File: config.mk
export PLATFORM = sky130hd
export DESIGN_NAME = spi_adc_responder
export DESIGN_NICKNAME = d
export VERILOG_FILES = /design/src/rtl/spi_adc_responder.sv
export SDC_FILE = /design/constraint.sdc
export NUM_CORES = 1
export LEC_CHECK = 0
export BUFFER_PORTS_ARGS = -buffer_cell sky130_fd_sc_hd__buf_2
export CAP_MARGIN = 0
export CORE_AREA = 3 3 105 67
export CTS_CLUSTER_SIZE = 28
export DETAILED_ROUTE_END_ITERATION = 12
export DIE_AREA = 0 0 108 70
export HOLD_SLACK_MARGIN = 0.03
export PLACE_DENSITY = 0.85
export SYNTH_ARGS = -nofsm -noshare
export SYNTH_HDL_FRONTEND = slang
export SYNTH_SLANG_ARGS = --single-unit
File: constraint.sdc
create_clock -name clk -period 4.57 [get_ports clk]
set_input_delay 0.6855 -clock clk [delete_from_list [all_inputs] [get_ports clk]]
set_output_delay 0.6855 -clock clk [all_outputs]
set_load 0.005 [all_outputs]
File: src/rtl/spi_adc_responder.sv
module spi_adc_responder #(
  parameter int INIT_CYCLES = 200,
  parameter int STEP_CYCLES = 16,
  parameter int RES_BITS    = 11
) (
  input  logic                clk,
  input  logic                rst_n,
  input  logic                sclk,
  input  logic                ss_n,
  input  logic                mosi,
  output logic                miso,
  input  logic                cmp_in,
  output logic [RES_BITS-1:0] dac_code,
  output logic                chan_sel,
  output logic                sample_hold
);
  localparam int IW = $clog2(INIT_CYCLES + 2);
  localparam int CW = $clog2(STEP_CYCLES + 1);
  localparam int BW = $clog2(RES_BITS);

  logic [1:0] sclk_m, ss_m, mosi_m;
  logic       sclk_d;
  always_ff @(posedge clk or negedge rst_n)
    if (!rst_n) begin
      sclk_m <= 2'b11; ss_m <= 2'b11; mosi_m <= 2'b00; sclk_d <= 1'b1;
    end else begin
      sclk_m <= {sclk_m[0], sclk};
      ss_m   <= {ss_m[0], ss_n};
      mosi_m <= {mosi_m[0], mosi};
      sclk_d <= sclk_m[1];
    end

  wire rise = sclk_m[1] & ~sclk_d;
  wire fall = ~sclk_m[1] & sclk_d;
  wire sel  = ~ss_m[1];

  logic [IW-1:0] init_cnt;
  wire busy = init_cnt < IW'(INIT_CYCLES);
  always_ff @(posedge clk or negedge rst_n)
    if (!rst_n) init_cnt <= '0;
    else if (busy) init_cnt <= init_cnt + 1'b1;

  typedef enum logic [1:0] {S_IDLE, S_SAMP, S_STEP} seq_t;
  seq_t st;
  logic eoc;
  assign eoc = (st == S_IDLE);

  logic [4:0]  bitcnt;
  logic [6:0]  ins;
  logic [15:0] ans, word;
  logic        miso_q, aden, chan;
  logic [RES_BITS-1:0] trial, result, nt;
  logic [CW-1:0] tick;
  logic [BW-1:0] idx;

  wire [7:0] op      = {ins, mosi_m[1]};
  wire is_stat       = op == 8'h88;
  wire is_read       = op == 8'h80;
  wire is_ctl        = (op[7:4] == 4'h9) && (op[1:0] == 2'b00);
  wire known         = is_stat | is_read | is_ctl;
  wire refuse        = busy | ~known | (is_ctl & ~eoc);
  wire last_ins      = sel & rise & (bitcnt == 5'd7);
  wire ctl_ok        = last_ins & is_ctl & ~refuse;
  wire start         = ctl_ok & op[2];

  always_comb begin
    if (refuse)
      word = {1'b1, ~known, eoc, 2'b00, busy, 10'b0};
    else if (is_read)
      word = {2'b00, eoc, 1'b0, result, 1'b0};
    else if (is_ctl)
      word = {2'b00, ~op[2], 9'b0, op[3], op[2], 2'b00};
    else
      word = {2'b00, eoc, 9'b0, chan, aden, 2'b00};
  end

  always_ff @(posedge clk or negedge rst_n)
    if (!rst_n) begin
      bitcnt <= '0; ins <= '0; ans <= '0; miso_q <= 1'b0;
    end else if (!sel) begin
      bitcnt <= '0; miso_q <= 1'b0;
    end else if (rise) begin
      if (bitcnt < 5'd24) bitcnt <= bitcnt + 1'b1;
      if (bitcnt < 5'd7) ins <= {ins[5:0], mosi_m[1]};
      if (bitcnt == 5'd7) ans <= word;
    end else if (fall) begin
      if (bitcnt >= 5'd8 && bitcnt < 5'd24) begin
        miso_q <= ans[15];
        ans    <= {ans[14:0], 1'b0};
      end else miso_q <= 1'b0;
    end

  assign miso = ~ss_n & miso_q;

  always_ff @(posedge clk or negedge rst_n)
    if (!rst_n) begin
      aden <= 1'b0; chan <= 1'b0;
    end else if (ctl_ok) begin
      aden <= op[2]; chan <= op[3];
    end

  always_comb begin
    nt = trial;
    if (!cmp_in) nt[idx] = 1'b0;
    if (idx != '0) nt[idx - 1'b1] = 1'b1;
  end

  always_ff @(posedge clk or negedge rst_n)
    if (!rst_n) begin
      st <= S_IDLE; tick <= '0; idx <= '0; trial <= '0; result <= '0;
    end else begin
      case (st)
        S_IDLE: if (start) begin
          st <= S_SAMP; tick <= '0; trial <= '0;
        end
        S_SAMP: if (tick == CW'(STEP_CYCLES - 1)) begin
          st    <= S_STEP; tick <= '0;
          idx   <= BW'(RES_BITS - 1);
          trial <= RES_BITS'(1) << (RES_BITS - 1);
        end else tick <= tick + 1'b1;
        default: if (tick == CW'(STEP_CYCLES - 1)) begin
          tick  <= '0;
          trial <= nt;
          if (idx == '0) begin
            result <= nt; st <= S_IDLE;
          end else idx <= idx - 1'b1;
        end else tick <= tick + 1'b1;
      endcase
    end

  assign dac_code    = trial;
  assign chan_sel    = chan;
  assign sample_hold = (st == S_SAMP);


  sleep_nosample_chk: assert property (@(posedge clk) disable iff (!rst_n)
    sample_hold |-> aden);

  busy_idle_chk: assert property (@(posedge clk) disable iff (!rst_n)
    busy |-> eoc);

  conv_cfg_stable_chk: assert property (@(posedge clk) disable iff (!rst_n)
    !eoc |=> $stable(chan) && $stable(aden));

  start_sample_chk: assert property (@(posedge clk) disable iff (!rst_n)
    start |=> sample_hold && (chan_sel == $past(op[3])));
endmodule

Yosys cells after proc, flatten, opt, wreduce, memory -nomap -nowiden

Index checks and enable logic that the tools add are counted.

Output and inout bits: 14
Input bits: 6
Flip-flop bits (word level): 79

Eq/ne operators: 11
Mux-type cells: 36
Magnitude comparators: 8
Bitwise gates (word level): 25
$add $sub $neg: 4
Reduce and logical (&&, ||, !) cells: 24

Operators by type and width:

| cell                                                       | number |
|---|---|
| two-way mux 16 bit                                         | 5 |
| two-way mux 11 bit                                         | 5 |
| two-way mux 5 bit                                          | 6 |
| two-way mux 14 bit                                         | 2 |
| case mux 11 bit (2 select lines)                           | 1 |
| equality test 8 bit, second input constant                 | 2 |
| two-way mux 4 bit                                          | 3 |
| AND reduction 3 bit                                        | 4 |
| nonzero test 2 bit                                         | 6 |
| bitwise AND 11 bit                                         | 1 |
| inverter 11 bit                                            | 1 |
| bitwise OR 11 bit                                          | 1 |
| adder 5 x 1 -> 5 bit, second input constant                | 2 |
| less-than comparator 4 x 5 -> 1 bit, second input constant | 2 |
| bitwise AND 1 bit                                          | 9 |
| inverter 1 bit                                             | 9 |
| adder 8 x 1 -> 8 bit, second input constant                | 1 |
| demux 1 bit (select 4 bit)                                 | 2 |
| >= comparator 4 x 1 -> 1 bit, second input constant        | 2 |
| less-than comparator 8 bit, second input constant          | 1 |
| two-way mux 2 bit                                          | 4 |
| case mux 4 bit (2 select lines)                            | 1 |
| AND reduction 4 bit                                        | 2 |
| two-way mux 1 bit                                          | 6 |
| other kinds (19)                                           | 30 |

Longest topological paths before layout

Gate-level depths: netlist of the first run.

Depth in word-level cells: 11
Depth in mapped cells: 8
Depth with buffers taken out: 6

Worst setup path after synthesis of the first run

No wires, ideal clock.

Path kind: flip-flop to flip-flop
Start point: register sclk_m[1]
End point: register ans[10]
Required time: 4.499 ns
Cell stages (with the launch flop): 7
Path slack: 2.308 ns
Arrival time: 2.191 ns
Cells stage by stage: dfstp_2 > inv_1 > ha_1 > or2_2 > nor4b_1 > nand4_1 > nand3_1

Longest elaborated chain between the ends: 4
Elaborated cells on any way between the ends: 8
Those cells by class: eq/ne (1); mux (1); bitwise (3); reduce/logical (3)

RTL lines:

| what                          | RTL line | text |
|---|---|---|
| start: declaration            | 21       | `logic [1:0] sclk_m, ss_m, mosi_m;` |
| start signal: assignment      | 27       | `sclk_m <= {sclk_m[0], sclk};` |
| inverter 1 bit                | 34       | `wire fall = ~sclk_m[1] & sclk_d;` |
| bitwise AND 1 bit             | 34       |  |
| nonzero test 2 bit (no line)  | --       |  |
| AND reduction 4 bit (no line) | --       |  |
| end signal: assignment        | 85       | `if (bitcnt == 5'd7) ans <= word;` |
| end signal: assignment        | 89       | `ans <= {ans[14:0], 1'b0};` |
| end: declaration              | 50       | `logic [15:0] ans, word;` |

Parallel ways exist; a longest one is shown, timed or not.
A chain may end at the register's enable or synchronous reset.

Final worst setup path of the first run

Start point: register idx[0]
End point: register result[5]

Longest elaborated chain between the ends: 9
Elaborated cells on any way between the ends: 19
Those cells by class: add/sub (1); order compare (4); mux (6); bitwise (3); reduce/logical (5)

RTL lines:

| what                                                                                        | RTL line | text |
|---|---|---|
| start: declaration                                                                          | 54       | `logic [BW-1:0] idx;` |
| start signal: assignment                                                                    | 118      | `idx <= BW'(RES_BITS - 1);` |
| start signal: assignment                                                                    | 126      | `end else idx <= idx - 1'b1;` |
| parallel branches: the longest is 9 deep, another holds less-than comparator 4 x 5 -> 1 bit | --       |  |
| end signal: assignment                                                                      | 110      | `st <= S_IDLE; tick <= '0; idx <= '0; trial <= '0; result <= '0;` |
| end signal: assignment                                                                      | 125      | `result <= nt; st <= S_IDLE;` |
| end: declaration                                                                            | 52       | `logic [RES_BITS-1:0] trial, result, nt;` |

Parallel ways; which one is timed is not known.

==> impl_metrics.ini, run 1 <==
[status]
status = finished, final reports clean

[setup_path]
crit_buf_inv = 1
crit_path_cell_trace = inv_1 -> ha_1 -> nor3b_1 -> nand3_1 -> nand2_1 -> o21ai_0
crit_path_max_incr_delay_ps = 680
critPathMaxFanout = 22
arrival_ps = 3150
critical_path.top_delay_family = simple AND/OR/NAND/NOR gates
slowest_stage = nand3_1
cp-start-kind = flop
worstSetupEndpointType = flop
worstPathRequired_ps = 4780
critical_path_class = reg -> reg

[yosys]
synth_cell_types = 59
synth_ff_type = dfrtp_1
avgSynthCellArea_um2 = 9.93
yosysWarnings = 0
syn_nets = 419
synth_edf_count = 0
ys_ff_latch = 78
synth-seq-area-share = 0.492
synthesis.instances = 401
syn_area_um2 = 3980
synthArstFlopShare = 1.00

[final_layout]
final_common_cell = dfrtp_1
nets = 424
syn_to_final_growth_pct = 6.82
seqCellArea_um2 = 1960
num-fill-cells = 439
final_cell_mix = dfrtp_1 (73), o21ai_0 (35), nand2_1 (32)
diodes = 0
multi_input_area_um2 = 1860
drive_gt1_frac = 0.154

[floorplan]
die_w_um = 108
rows = 22
die_area_um2 = 7560
core_area_um2 = 6080
die_h_um = 70
initial_utilization = 0.654
ios = 20

[power]
power_density_nw_per_um2 = 311
leakagePower_uw = 0.00185
seqPwrFrac = 0.576
power.switching_uw = 333
max-vdd-ir-drop_v = 0.000203
swShare = 0.252
power_frac_comb = 0.078
clkPwrFrac = 0.346
p_int_uw = 988

[route]
first_iter_violations = 365
wirelength_um = 9130
postRouteAntennaNets = 0
viasPerCell = 6.48
wl_per_cell_um = 18.5
vias = 3199
dr.pass1.iters = 6
drcViolationCount = 0

[timing]
worst_slew_pin_slew_ps = 941
finalCriticalPeriod_ps = 2950
maxSlewHeadroom = 0.367
maxSlewViolCount = 0
rsz0062_at_grt = false
setup_viol = 0
max_freq_mhz = 339
timing.hold.ws_ps = 361
finalSetupTns_ps = 0
fin_skew_ps = 10.6
hold_violations = 0
fin_ws_ps = 1620
period_share = 0.645

[clock_tree]
cts_resized = 0
clock_path_buffers = 2
insertion_delay_ps = 360
cts_hold_buf = 0
cts_setup_buffers = 0
cts_tree = built
path_clk_slew_ps = 70
h-tree-depth = 3
cts_root_buf = clkbuf_8
numCtsBuffers = 9
clock-sinks = 78

[placement]
port_buffers = 19
dp_hpwl_um = 6460
preCtsSetupSlack_ps = 1700
gp_congestion = 0.962

[grt]
grt_max_degree = 79
grt_pass1_vias = 2880
antenna_found_initial = 0
grtUsageTotal = 0.256
grt_overflow = 0
grt_pass1_wl_um = 15000

[worst_hold_path]
hp-class = reg -> reg

[flow_run]
maxCapViolCount = 0
[stage by stage]
stage,power [uW],instance area [um2],util,cells
4_1_cts,1330,4250,0.699,494
6_report,1320,4250,0.699,494
3_5_place_dp,874,4080,0.671,479
3_3_place_gp,867,4080,0.671,479
5_1_grt,1370,4250,0.699,494
2_1_floorplan,832,3980,-,401
[cells in the mapped netlist, types with 2 or more instances]
| cell | count | area share |
|---|---|---|
| a21oi_1 | 21 | 0.026 |
| ha_1 | 12 | 0.038 |
| a41o_1 | 2 | 0.0050 |
| dfrtp_1 | 73 | 0.46 |
| nand3_1 | 15 | 0.019 |
| or3b_2 | 2 | 0.0044 |
| o31ai_1 | 10 | 0.019 |
| nand2_1 | 32 | 0.030 |
| o21a_1 | 5 | 0.0094 |
| nor2b_1 | 4 | 0.0063 |
| nand4_1 | 23 | 0.036 |
| mux2_2 | 15 | 0.042 |
| o211ai_1 | 10 | 0.019 |
| inv_1 | 16 | 0.015 |
| and3_1 | 6 | 0.0094 |
| o21bai_1 | 2 | 0.0038 |
| xnor2_1 | 6 | 0.013 |
| o21ai_0 | 35 | 0.044 |
| nor3b_1 | 2 | 0.0038 |
| a22oi_1 | 2 | 0.0038 |
| nor4_1 | 3 | 0.0047 |
| clkbuf_1 | 24 | 0.023 |
| o22ai_1 | 2 | 0.0031 |
| nand2b_1 | 4 | 0.0063 |
| a21boi_0 | 2 | 0.0038 |
| nor2_1 | 23 | 0.022 |
| o31a_1 | 2 | 0.0044 |
| xor2_1 | 2 | 0.0044 |
| a31oi_1 | 5 | 0.0079 |
| nand4b_1 | 2 | 0.0044 |
| dfstp_2 | 5 | 0.033 |
| or2_2 | 4 | 0.0063 |
| a311oi_1 | 3 | 0.0066 |
| nor4b_1 | 2 | 0.0044 |
[sequential cells by signal, indices dropped and copies added (netlist names)]
| register | flops |
|---|---|
| aden | 1 |
| bitcnt | 5 |
| miso_q | 1 |
| st | 2 |
| idx | 4 |
| chan_sel | 1 |
| ins | 7 |
| init_cnt | 8 |
| sclk_m | 2 |
| ss_m | 2 |
| result | 11 |
| sclk_d | 1 |
| tick | 5 |
| ans | 15 |
| mosi_m | 2 |
| dac_code | 11 |
[power by group through the flow]
stage	clock [uW]	combinational (uW)	sequential (uW)
floorplan	0	84.1	748
global placement	0	98.4	768
detailed placement	0	103	771
CTS	466	103	758
global route	495	113	765
finish	457	103	760
[layer usage]
metal	GRT usage	part of all wire
met1	0.395	0.47
met3	0.101	0.095
met4	0.0686	0.013
met5	0	0
met2	0.330	0.42
[area by class of cell]
class                   instances  share of cell area
inverters                      16              0.0141
flip-flops and latches         78               0.461
multi-input cells             281               0.436
well taps                      84              0.0247
clock buffers                  14              0.0383
clock inverters                 1             0.00118
repair buffers                 20              0.0247
[cell families after synthesis]
logic type,share of synthesized area
and+or+nand+nor,0.178
AOI/OAI and AO/OA,0.188
DFF,0.492
buffers and inverters,0.0418
muxes,0.0450
adders and majority gates,0.0377
xor gates and xnor gates,0.0176
[final timing paths]
| kind | from | end | slack, ps | cells after the start |
|---|---|---|---|---|
| setup / recovery | idx[0] | result[5] | 1620 | 6 |
| hold / removal | ss_m[0] | ss_m[1] | 360 | 0 |
| setup reg to reg | idx[0] | result[5] | 1620 | 6 |
| hold reg to reg | ss_m[0] | ss_m[1] | 360 | 0 |
| max in group asynchronous | rst_n | init_cnt[7] | 3480 | 1 |
| min in group asynchronous | rst_n | idx[2] | 480 | 1 |
(Power assumes the default switching activity.)
==> run 2, diff against run 1 <==
--- a/config.mk
+++ b/config.mk
@@ -7,12 +7,12 @@
 export LEC_CHECK = 0
 export BUFFER_PORTS_ARGS = -buffer_cell sky130_fd_sc_hd__buf_2
 export CAP_MARGIN = 0
-export CORE_AREA = 3 3 105 67
+export CORE_AREA = 3 3 114 72
 export CTS_CLUSTER_SIZE = 28
 export DETAILED_ROUTE_END_ITERATION = 12
-export DIE_AREA = 0 0 108 70
+export DIE_AREA = 0 0 117 75
 export HOLD_SLACK_MARGIN = 0.03
-export PLACE_DENSITY = 0.85
+export PLACE_DENSITY = 0.77
 export SYNTH_ARGS = -nofsm -noshare
 export SYNTH_HDL_FRONTEND = slang
 export SYNTH_SLANG_ARGS = --single-unit
==> constraint.sdc (replaced) <==
create_clock -name clk -period 2.7 [get_ports clk]
set_input_delay 0.405 -clock clk [delete_from_list [all_inputs] [get_ports clk]]
set_output_delay 0.405 -clock clk [all_outputs]
set_load 0.005 [all_outputs]
==> run 2 against run 1 <==
Register-to-register slack worse by 1400 ps. Wire length is 4.6% higher. Via count is 0.84% higher. Clock power grew to 3.0 times the previous value. Worst setup slack worse by 1400 ps. Fmax is 20% higher. Sequential share of layout area is 2.6 points lower. Die area is 16% higher. Total power is 110% higher. Sequential cell count stayed put. Sequential power is 70% higher. Non-clock buffer count is 12 higher. Largest power group is now the clock network.
==> impl_metrics.ini, run 2 (synthesized netlist as in run 1, its figures left out) <==
[clock_tree]
cts_tree = built
cts_hold_buf = 0
cts_setup_buffers = 0
clock-sinks = 78
h-tree-depth = 3
cts_resized = 0
numCtsBuffers = 9
insertion_delay_ps = 340
path_clk_slew_ps = 60
clock_path_buffers = 2
cts_root_buf = clkbuf_16

[worst_hold_path]
hp-class = in -> reg

[route]
wirelength_um = 9560
viasPerCell = 6.30
dr.pass1.iters = 4
postRouteAntennaNets = 0
first_iter_violations = 353
vias = 3226
drcViolationCount = 0
wl_per_cell_um = 18.7

[setup_path]
worstSetupEndpointType = flop
critical_path_class = reg -> reg
cp-start-kind = flop
worstPathRequired_ps = 2940
critPathMaxFanout = 12
arrival_ps = 2700

[final_layout]
seqCellArea_um2 = 1960
multi_input_area_um2 = 1860
final_common_cell = dfrtp_1
largest_reg_flops = 15
num-fill-cells = 568
drive_gt1_frac = 0.181
diodes = 0
nets = 436
largest_register = ans
syn_to_final_growth_pct = 13.3
final_cell_mix = dfrtp_1 (73), o21ai_0 (35), nand2_1 (32)

[floorplan]
ios = 20
core_area_um2 = 7210
initial_utilization = 0.552
die_h_um = 75
die_w_um = 117
die_area_um2 = 8780
rows = 24

[timing]
timing.hold.ws_ps = 175
rsz0062_at_grt = false
finalSetupTns_ps = 0
maxSlewHeadroom = 0.346
max_freq_mhz = 408
period_share = 0.908
maxSlewViolCount = 0
finalCriticalPeriod_ps = 2450
hold_violations = 0
setup_viol = 0
worst_slew_pin_slew_ps = 981
fin_skew_ps = 8.69

[power]
power_density_nw_per_um2 = 625
leakagePower_uw = 0.00197
total_power_uw = 2820
max-vdd-ir-drop_v = 0.000345

[grt]
grt_pass1_vias = 3000
grtUsageTotal = 0.239
grt_pass1_wl_um = 15900
grt_max_degree = 79
grt_overflow = 0
antenna_found_initial = 0

[placement]
dp_hpwl_um = 6590
port_buffers = 19
gp_congestion = 0.908

[flow_run]
maxCapViolCount = 0

[status]
status = finished, final reports clean
## run 2: changes by cell type in the layout (fill, tap and decap cells not counted), sizes merged
cell      delta
bufinv       +3
clkinvlp     +1
clkbuf       -4
clkinv       -1
buf         +12
## run 2: power by group
part	switching [uW]	leakage (uW)	internal (uW)
logic	103	0.000888	79.4
clock network	457	0.000155	893
registers	66.7	0.000927	1220
## run 2: through the flow
stage | cells | cell area [um2] | util | setup WS (ps)
after CTS | 512 | 4510 | 0.626 | 335
after floorplan | 401 | 3980 | - | 438
after global placement | 498 | 4180 | 0.580 | 480
final | 512 | 4510 | 0.626 | 249
after global routing | 512 | 4510 | 0.626 | 60.1
after detailed placement | 498 | 4180 | 0.580 | 334
## run 2: cell type report
cell class                 instances  share of cell area
tap                               91              0.0252
inverter                          16              0.0133
timing repair buffer              32              0.0433
sequential                        78               0.434
clock inverter                     4              0.0216
clock buffer                      10              0.0508
multi-input combinational        281               0.411
## run 2: worst paths after layout
check                          start     endpoint  slack (ps)  cells past startpoint
max                           idx[0]  dac_code[0]         250                      6
max reg2reg                   idx[0]  dac_code[0]         250                      6
max in group asynchronous      rst_n       ins[3]        1830                      1
min in group asynchronous      rst_n      tick[3]         220                      1
min reg2reg                sclk_m[0]    sclk_m[1]         360                      0
min                             mosi    mosi_m[0]         180                      1
## run 2: metal layers
layer / up-vias / routed length, um / share of wire / global-route usage
li1: 1507 / - / - / -
met4: 0 / 154 / 0.016 / 0.0840
met5: - / 0 / 0 / 0
met2: 140 / 3920 / 0.41 / 0.313
met3: 19 / 804 / 0.084 / 0.0691
met1: 1560 / 4680 / 0.49 / 0.371
## run 2: worst max-delay path, cell delays in order (launching register included)
cell      delay (ps)
dfrtp_1          540
inv_1            160
ha_1             390
o21bai_1         220
o21ai_0          580
a31oi_1          220
o31ai_2          260
==> run 3, diff against run 2 <==
==> constraint.sdc (replaced) <==
create_clock -name clk -period 2.7 [get_ports clk]
set_input_delay 0.135 -clock clk [delete_from_list [all_inputs] [get_ports clk]]
set_output_delay 0.135 -clock clk [all_outputs]
set_load 0.005 [all_outputs]
==> run 3 against run 2 <==
Clock skew increased by 0.93 ps. Clock power about the same. Utilization rose by 0.56 points. Wire length grew 0.27%. Clock-buffer cell count stayed put. Sequential share of layout area shrank 0.38 points. Combinational power rose by 3%. Die area is the same. Critical endpoint unchanged. Final area grew 0.89%. Cell count increased by 0.78%.
==> impl_metrics.ini, run 3 (synthesized netlist as in run 1, its figures left out) <==
[timing]
period_share = 0.910
max_freq_mhz = 407
hold_violations = 0
maxSlewHeadroom = 0.339
worst_slew_pin_slew_ps = 991
maxSlewViolCount = 0
finalCriticalPeriod_ps = 2460
finalSetupTns_ps = 0
timing.hold.ws_ps = 154
fin_skew_ps = 9.62
rsz0062_at_grt = false
setup_viol = 0

[setup_path]
ff2ff_path_depth = 6
reg2reg_to = dac_code[0]
crit_buf_inv = 1
arrival_ps = 2700
reg2reg_slack_ps = 240
worstPathRequired_ps = 2940
critical_path.top_delay_family = compound AO/OA/AOI/OAI gates
crit_path_cell_trace = inv_1 -> ha_1 -> o21bai_1 -> o21ai_0 -> a31oi_1 -> o31ai_2
crit_path_max_incr_delay_ps = 580
timing.rr.start = idx[0]
crit_cells = 6
cp-start-kind = flop
slowest_stage = o21ai_0
critPathMaxFanout = 12
worstSetupEndpointType = flop
critical_path_class = reg -> reg

[clock_tree]
clock_path_buffers = 2
clock-sinks = 78
numCtsBuffers = 9
path_clk_slew_ps = 60
h-tree-depth = 3
cts_root_buf = clkbuf_16
cts_tree = built
insertion_delay_ps = 340

[placement]
dp_hpwl_um = 6590
place_inst = 498
gp_congestion = 0.908
port_buffers = 19

[power]
power.switching_uw = 629
clkPwrFrac = 0.478
swShare = 0.223
max-vdd-ir-drop_v = 0.000345
power_density_nw_per_um2 = 621
total_power_uw = 2830
seqPwrFrac = 0.456
p_int_uw = 2200
leakagePower_uw = 0.00199
power_frac_comb = 0.066

[grt]
grtUsageTotal = 0.239
antenna_found_initial = 0
grt_max_degree = 79
grt_pass1_wl_um = 15900
grt_overflow = 0
grt_pass1_vias = 3012

[floorplan]
die_w_um = 117
rows = 24
die_h_um = 75
ios = 20
initial_utilization = 0.552
core_area_um2 = 7210
die_area_um2 = 8780

[final_layout]
drive_gt1_frac = 0.179
diodes = 0
fin_cells = 516
final_core_util = 0.631
nets = 440
largest_reg_flops = 15
num-fill-cells = 566
final_cell_mix = dfrtp_1 (73), o21ai_0 (35), nand2_1 (32)
syn_to_final_growth_pct = 14.3
largest_register = ans
final_common_cell = dfrtp_1

[flow_run]
maxCapViolCount = 0

[status]
status = finished, final reports clean

[route]
wirelength_um = 9580
drcViolationCount = 0
postRouteAntennaNets = 0
vias = 3270
first_iter_violations = 320
viasPerCell = 6.34
dr.pass1.iters = 5
wl_per_cell_um = 18.6

[worst_hold_path]
holdPathStages = 3
hp-class = in -> reg
whs_endpoint = result[0]
hp-start = cmp_in
run 3: metrics by stage:
stage	setup slack, ps	area, um2
final	242	4550
after global routing	60.1	4550
after CTS	335	4550
after detailed placement	334	4180
after global placement	480	4180
after floorplan	438	3980
run 3: worst min-delay path, delay by kind of cell:
| kind | cells | cell delay (ps) |
|---|---|---|
| AND/OR/NAND/NOR | 1 | 90 |
| AO/OA/AOI/OAI | 1 | 70 |
| buffers and inverters | 1 | 150 |
run 3: worst max path at each step:
stage	startpoint	endpoint
6_report	idx[0]	dac_code[0]
5_1_grt	idx[0]	dac_code[8]
4_1_cts	idx[0]	dac_code[0]
3_5_place_dp	idx[0]	dac_code[0]
3_3_place_gp	mosi_m[1]	dac_code[10]
2_1_floorplan	sclk_m[1]	ans[10]
run 3: cell type report:
class                   count  area [um2]  area share
repair buffers             36         235      0.0517
inverters                  16        60.1      0.0132
clock inverters             4        97.6      0.0215
multi-input cells         281        1860       0.408
clock buffers              10         229      0.0503
well taps                  91         114      0.0250
flip-flops and latches     78        1960       0.430
run 3: power groups by stage:
stage                     Clock (uW)  Combinational [uW]  Sequential (uW)
final                           1350                 187             1290
after global routing            1420                 217             1300
after CTS                       1370                 189             1290
after detailed placement           0                 183             1310
after global placement             0                 174             1300
after floorplan                    0                 142             1270
run 3: per-layer routing:
layer  up-vias  global-route usage  wire [um]
met1      1585               0.371       4680
met2       153               0.314       3910
met4         0              0.0840        159
met3        19              0.0691        825
met5         -                   0          0
li1       1513                   -          -
run 3: timing repair:
item,4_1_cts,5_1_grt
gates resized for setup,0,0
setup endpoints to repair,0,0
setup buffers,0,0
endpoints found under the hold margin,76,0
hold buffers,4,0
